`config.mk`:
```
export PLATFORM = sky130hd
export DESIGN_NAME = adc_status_reg
export DESIGN_NICKNAME = d
export VERILOG_FILES = /design/src/rtl/adc_stat_pkg.sv /design/src/rtl/adc_tick_gen.sv /design/src/rtl/adc_sample_latch.sv /design/src/rtl/adc_status_reg.sv
export SDC_FILE = /design/constraint.sdc
export NUM_CORES = 1
export LEC_CHECK = 0
export BUFFER_PORTS_ARGS = -buffer_cell sky130_fd_sc_hd__clkbuf_2
export CELL_PAD_IN_SITES_DETAIL_PLACEMENT = 0
export CELL_PAD_IN_SITES_GLOBAL_PLACEMENT = 1
export CORE_MARGIN = 2
export CORE_UTILIZATION = 31
export CTS_BUF_LIST = sky130_fd_sc_hd__clkbuf_8
export DETAILED_ROUTE_END_ITERATION = 12
export PLACE_DENSITY = 0.89
export SYNTH_ARGS = -nofsm -noshare
export SYNTH_HDL_FRONTEND = slang
export SYNTH_SLANG_ARGS = --single-unit
```
`constraint.sdc`:
```
create_clock -name clk -period 1.8 [get_ports clk]
set_clock_uncertainty 0.15 [all_clocks]
set_input_delay 0.09 -clock clk [delete_from_list [all_inputs] [get_ports clk]]
set_output_delay 0.09 -clock clk [all_outputs]
set_load 0.1 [all_outputs]
```
`src/rtl/adc_stat_pkg.sv`:
```
package adc_stat_pkg;

    localparam logic [7:0] SIGNATURE   = 8'h55;
    localparam logic       STANDBY_RST = 1'b1;

    typedef struct packed {
        logic [7:0] code;
        logic       missed;
        logic       ready;
    } sample_state_t;

    function automatic logic [31:0] pack_word(sample_state_t s, logic stby);
        return {SIGNATURE, s.code, 13'd0, s.missed, s.ready, stby};
    endfunction

endpackage

```
`src/rtl/adc_tick_gen.sv`:
```
module adc_tick_gen #(
    parameter int DIV = 10
) (
    input  logic clk,
    input  logic rst,
    input  logic en,
    output logic tick
);
    localparam int CW = (DIV > 2) ? $clog2(DIV) : 1;
    localparam logic [CW-1:0] LAST = CW'(DIV - 1);

    logic [CW-1:0] cnt;

    always_ff @(posedge clk) begin
        if (rst || !en)       cnt <= '0;
        else if (cnt == LAST) cnt <= '0;
        else                  cnt <= cnt + 1'b1;
    end

    assign tick = en && (cnt == LAST);

    p_tick_quiet_r7: assert property (@(posedge clk) disable iff (rst)
        !en |-> !tick);
    p_tick_single_r9: assert property (@(posedge clk) disable iff (rst)
        tick |=> !tick);
endmodule

```
`src/rtl/adc_sample_latch.sv`:
```
module adc_sample_latch
    import adc_stat_pkg::*;
(
    input  logic          clk,
    input  logic          rst,
    input  logic          take,
    input  logic [7:0]    code_in,
    input  logic          rd_clr,
    output sample_state_t st
);
    sample_state_t nxt;

    always_comb begin
        nxt = st;
        if (take) begin
            nxt.code   = code_in;
            nxt.ready  = 1'b1;
            nxt.missed = rd_clr ? 1'b0 : (st.missed | st.ready);
        end else if (rd_clr) begin
            nxt.ready  = 1'b0;
            nxt.missed = 1'b0;
        end
    end

    always_ff @(posedge clk) begin
        if (rst) st <= '0;
        else     st <= nxt;
    end

    p_ready_set_r3: assert property (@(posedge clk) disable iff (rst)
        take |=> st.ready && st.code == $past(code_in));
    p_missed_set_r4: assert property (@(posedge clk) disable iff (rst)
        take && st.ready && !rd_clr |=> st.missed);
    p_missed_sticky_r4: assert property (@(posedge clk) disable iff (rst)
        st.missed && !rd_clr |=> st.missed);
    p_rd_clear_r5: assert property (@(posedge clk) disable iff (rst)
        rd_clr && !take |=> !st.ready && !st.missed);
    p_rd_race_r6: assert property (@(posedge clk) disable iff (rst)
        rd_clr && take |=> st.ready && !st.missed);
endmodule

```
`src/rtl/adc_status_reg.sv`:
```
module adc_status_reg
    import adc_stat_pkg::*;
#(
    parameter int CLK_HZ  = 50_000_000,
    parameter int RATE_HZ = 304
) (
    input  logic        clk,
    input  logic        rst,
    input  logic        bus_rd,
    input  logic        bus_wr,
    input  logic [31:0] bus_wdata,
    output logic [31:0] bus_rdata,
    input  logic        conv_strobe,
    input  logic [7:0]  conv_code,
    output logic        standby_o,
    output logic        sample_tick_o
);
    localparam int DIV = CLK_HZ / RATE_HZ;

    logic          stby_q;
    logic          take;
    sample_state_t st;

    always_ff @(posedge clk) begin
        if (rst)         stby_q <= STANDBY_RST;
        else if (bus_wr) stby_q <= bus_wdata[0];
    end

    assign take = conv_strobe && !stby_q;

    adc_sample_latch u_latch (
        .clk     (clk),
        .rst     (rst),
        .take    (take),
        .code_in (conv_code),
        .rd_clr  (bus_rd),
        .st      (st)
    );

    adc_tick_gen #(.DIV(DIV)) u_tick (
        .clk  (clk),
        .rst  (rst),
        .en   (!stby_q),
        .tick (sample_tick_o)
    );

    assign bus_rdata = pack_word(st, stby_q);
    assign standby_o = stby_q;

    p_stby_hold_r7: assert property (@(posedge clk) disable iff (rst)
        stby_q && !bus_rd |=> $stable(bus_rdata[23:1]));
    p_wr_bit0_r8: assert property (@(posedge clk) disable iff (rst)
        bus_wr |=> standby_o == $past(bus_wdata[0]));
    p_no_wr_hold_r8: assert property (@(posedge clk) disable iff (rst)
        !bus_wr |=> $stable(standby_o));
endmodule

```
# After elaboration in Yosys (flattened, before gate mapping)
# Cells that the tools add are included.
# totals
reg_bits	29
out_inout_bits	34
in_bits	45
wordCells	17
# op_classes
add_sub_neg	1
bitwise	1
n_mux	3
n_eq_ne	1
n_reduce_logical	6
# op_table
op	count
adder 18 x 1 -> 18 bit (second input constant)	1
equality test 18 bit (second input constant)	1
2-to-1 mux 2 bit	2
logical AND 1 bit	2
nonzero test 2 bit	1
OR reduction 2 bit	1
zero test 1 bit	1
logical OR 1 bit	1
2-to-1 mux 1 bit	1
bitwise OR 1 bit	1

# Depth between registers and ports, before layout
# depth
depth_word	3
ltp_mapped	6
ltp_nobuf	5

# Cells and area by module
# A second synthesis with hierarchy kept.
# hier_totals
hier_cells	162
area_unflattened_um2	1461.4
# by_module_without_submodules
mod	seq_area_each_um2	area_per_inst_um2	n_inst	cells_each
adc_tick_gen	360.3	884.6	1	99
adc_sample_latch	200.2	351.6	1	33
adc_status_reg	20.0	225.2	1	30

# Least setup slack after synthesis
# OpenSTA, ideal clock, no wires.
# synth_path
path_type	reg-to-output
from	reg stby_q (netlist: standby_o)
to	out sample_tick_o
slack_ns	-2.162
stages_incl_launch_ff	2
t_arrival_ns	3.722
path_buffers	0
required_ns	1.560
path_cell_list	dfxtp_1 -> nor4_1
# synth_via
elab_chain_cells	2
# synth_rtl
item	line_no	text
start, declared	adc_status_reg.sv:20	logic stby_q;
start signal, assigned	adc_status_reg.sv:26	else if (bus_wr) stby_q <= bus_wdata[0];
zero test 1 bit	adc_status_reg.sv:43	.en (!stby_q),
logical AND 1 bit	adc_tick_gen.sv:20	assign tick = en && (cnt == LAST);
end, declared	adc_status_reg.sv:16	output logic sample_tick_o
# Every way passes these cells.

# Worst setup path in the final report
# layout_path
from	reg u_tick.cnt[12]
to	out sample_tick_o
# layout_via
elab_chain_cells	2
# layout_rtl
item	line_no	text
start, declared	adc_tick_gen.sv:12	logic [CW-1:0] cnt;
start signal, assigned	adc_tick_gen.sv:17	else cnt <= cnt + 1'b1;
equality test 18 bit	adc_tick_gen.sv:20	
logical AND 1 bit	adc_tick_gen.sv:20	
# Every way passes these cells.

==> flow_summary.yaml <==
global_route:
  antenna_found_initial: 0
  grt_pass1_wl_um: 4720
  grt_max_degree: 19
  grt_pass1_vias: 1120
  grt_overflow: 0
  groute.usage.overall_pct: 11.9
floorplan:
  ios: 79
  dieArea_sq_um: 5120
  die_w_um: 71.6
  rows: 24
  dieHeight_um: 71.6
  start_util_pct: 32.3
  core_sq_um: 4380
power:
  finalPower_mw: 1.52
  p_leak_nw: 0.762
  cellPowerDensity_nw_per_um2: 761
  ir_drop_uv: 295
yosys:
  synthFlopType: "dfxtp_1"
  synth.cell_area_sq_um: 1420
  synthTopCellsByArea: "dfxtp_1 41%, buf_4 12%, xnor2_1 8.7%"
  ys_async_sr_fraction_pct: 0
  synth_seq_cells: 29
  synth_top_cell_by_area: "dfxtp_1"
  synthDistinctLibCells: 26
  yosys-top-cells-count: "29 x dfxtp_1, 22 x buf_4, 22 x nor2_1, 19 x nand2_1, 14 x xnor2_1"
  yosys_warnings: 0
  synth.avg_cell_area_sq_um: 8.42
  synthCells: 168
  yosysSeqAreaShare_pct: 41.0
  synth_edf_count: 0
  synth_most_common_cell: "dfxtp_1"
  synth_top_area_share_pct: 41.0
worst_setup_path:
  start_kind: "register"
  slowest_stage: "dfxtp_4"
  arrival_ns: 1.58
  end_kind: "output pin"
  worst-setup-path-type: "reg -> out"
  required_ns: 1.56
  critPathMaxFanout: 2
  slowest_delay_ns: 0.34
  path_cells: "and4bb_1, nand4_1, buf_6, nor4_4, buf_12"
  reg2reg_slack_ns: -0.01
final_layout:
  diodes: 0
  nFillCells: 425
  final_cell_area_sq_um: 2000
  fin_util_pct: 45.7
  area_growth_pct: 41.5
  nets: 268
  drive_gt1_share_pct: 34.2
  fin_cells: 274
timing:
  layout_setup_ws_ns: -0.0235
  finalSetupViolCount: 4
  fin_hold_ws_ns: 0.159
  period_needed_ns: 1.82
  fin_setup_tns_ns: -0.0317
  rsz0062_at_grt: "yes"
  worst_slew_pin_slew_ns: 0.560
  final-max-slew-violation-count: 0
  max_freq_ghz: 0.548
  slew_headroom_pct: 62.6
  hold_viol_final: 0
  post-route-period-util_pct: 101
job:
  cap_violations: 0
placed_design:
  portBuffers: 26
  hpwl_um: 1790
  gp_congestion: 0.704
  post_dp_cell_area_sq_um: 1570
  place_ws_ns: 0.0982
  dp.cells: 242
hold_path:
  min_path_type: "in -> reg"
run_status:
  outcome: "complete, but fails checks"
  violations: "setup timing"
detailed_routing:
  routedWlPerCell_um: 11.0
  dr.pass1.iters: 4
  routed_via_density: 4.30
  wirelength_um: 3000
  via_count: 1177
  drt_iter0_drc: 43
  drc_errors: 0
  ant_nets: 0
clock_network:
  cts_tree: "built"
  clockBufferDepth: 2
  worstSkewPairLatency_ns: 0.28
  cts_root_buffer: "clkbuf_8"
  path_clk_slew_ns: 0.06
  cts_buffers: 5
  h-tree-depth: 2
  clock-sinks: 29
logic make-up (layout without fill, tap and decap cells):
group	after synthesis	after routing	synth area share, %
AOI/OAI and AO/OA	14	14	6.63
xor gates and xnor gates	15	15	9.28
adders and majority gates	2	2	1.77
buffers and inverters	34	69	15.4
DFF	29	29	41.0
other	2	21	0.531
and+or+nand+nor	72	72	25.4
worst max-delay path: cells and delay by family (launching register included):
family	cells	cell delay (ns)
buffers and inverters	2	0.37
DFF	1	0.34
and+or+nand+nor	3	0.59
state kept, by name, indices dropped and copies added (netlist names):
signal	count
u_latch.st	10
u_tick.cnt	18
standby_o	1
per-layer routing:
metal,track usage (%),routed length (um)
met4,6.92,63
met1,13.8,1360
met2,19.2,1350
met5,0,0
met3,4.08,225
cell usage in the layout, fill, tap and decap left out, drive strengths merged, types with 2 or more instances in the layout:
master,instances
clkbuf,32
dfxtp,29
nor2,22
conb,21
nand2,19
buf,15
xnor2,14
dlygate4sd3,12
a21oi,11
inv,8
nor3,6
nor4,6
nand3,5
nand4,5
nor2b,3
nand2b,2
ha,2
clkinv,2
path summary, 6_finish.rpt:
check | cells after the start | start | end
max | 5 | u_tick.cnt[12] | sample_tick_o
min | 4 | conv_strobe | u_latch.st[8]
max reg2reg | 7 | u_tick.cnt[2] | u_tick.cnt[2]
min reg2reg | 1 | u_tick.cnt[0] | u_tick.cnt[0]
where the power goes:
group / switching (mW) / internal [mW] / total, mW
logic: 0.310 / 0.0611 / 0.371
clock network: 0.233 / 0.261 / 0.494
registers: 0.00897 / 0.650 / 0.659
total: 0.552 / 0.972 / 1.52
final cells by class:
class	instances	area, sq um	share of cell area, %
multi-input combinational	124	787	39.3
timing repair buffer	54	444	22.2
sequential	29	597	29.8
tap	52	65.1	3.25
clock buffer	5	68.8	3.44
inverter	7	26.3	1.31
clock inverter	3	13.8	0.687
what timing repair did:
action / in CTS / in global routing
resized for setup: 6 / 25
endpoints found under the setup margin: 1 / 19
pin swaps: 2 / 12
hold endpoints to repair: 11 / 0
setup buffers: 5 / 4
hold buffers: 12 / 0
gates cloned: 0 / 3
(Power assumes the default switching activity.)
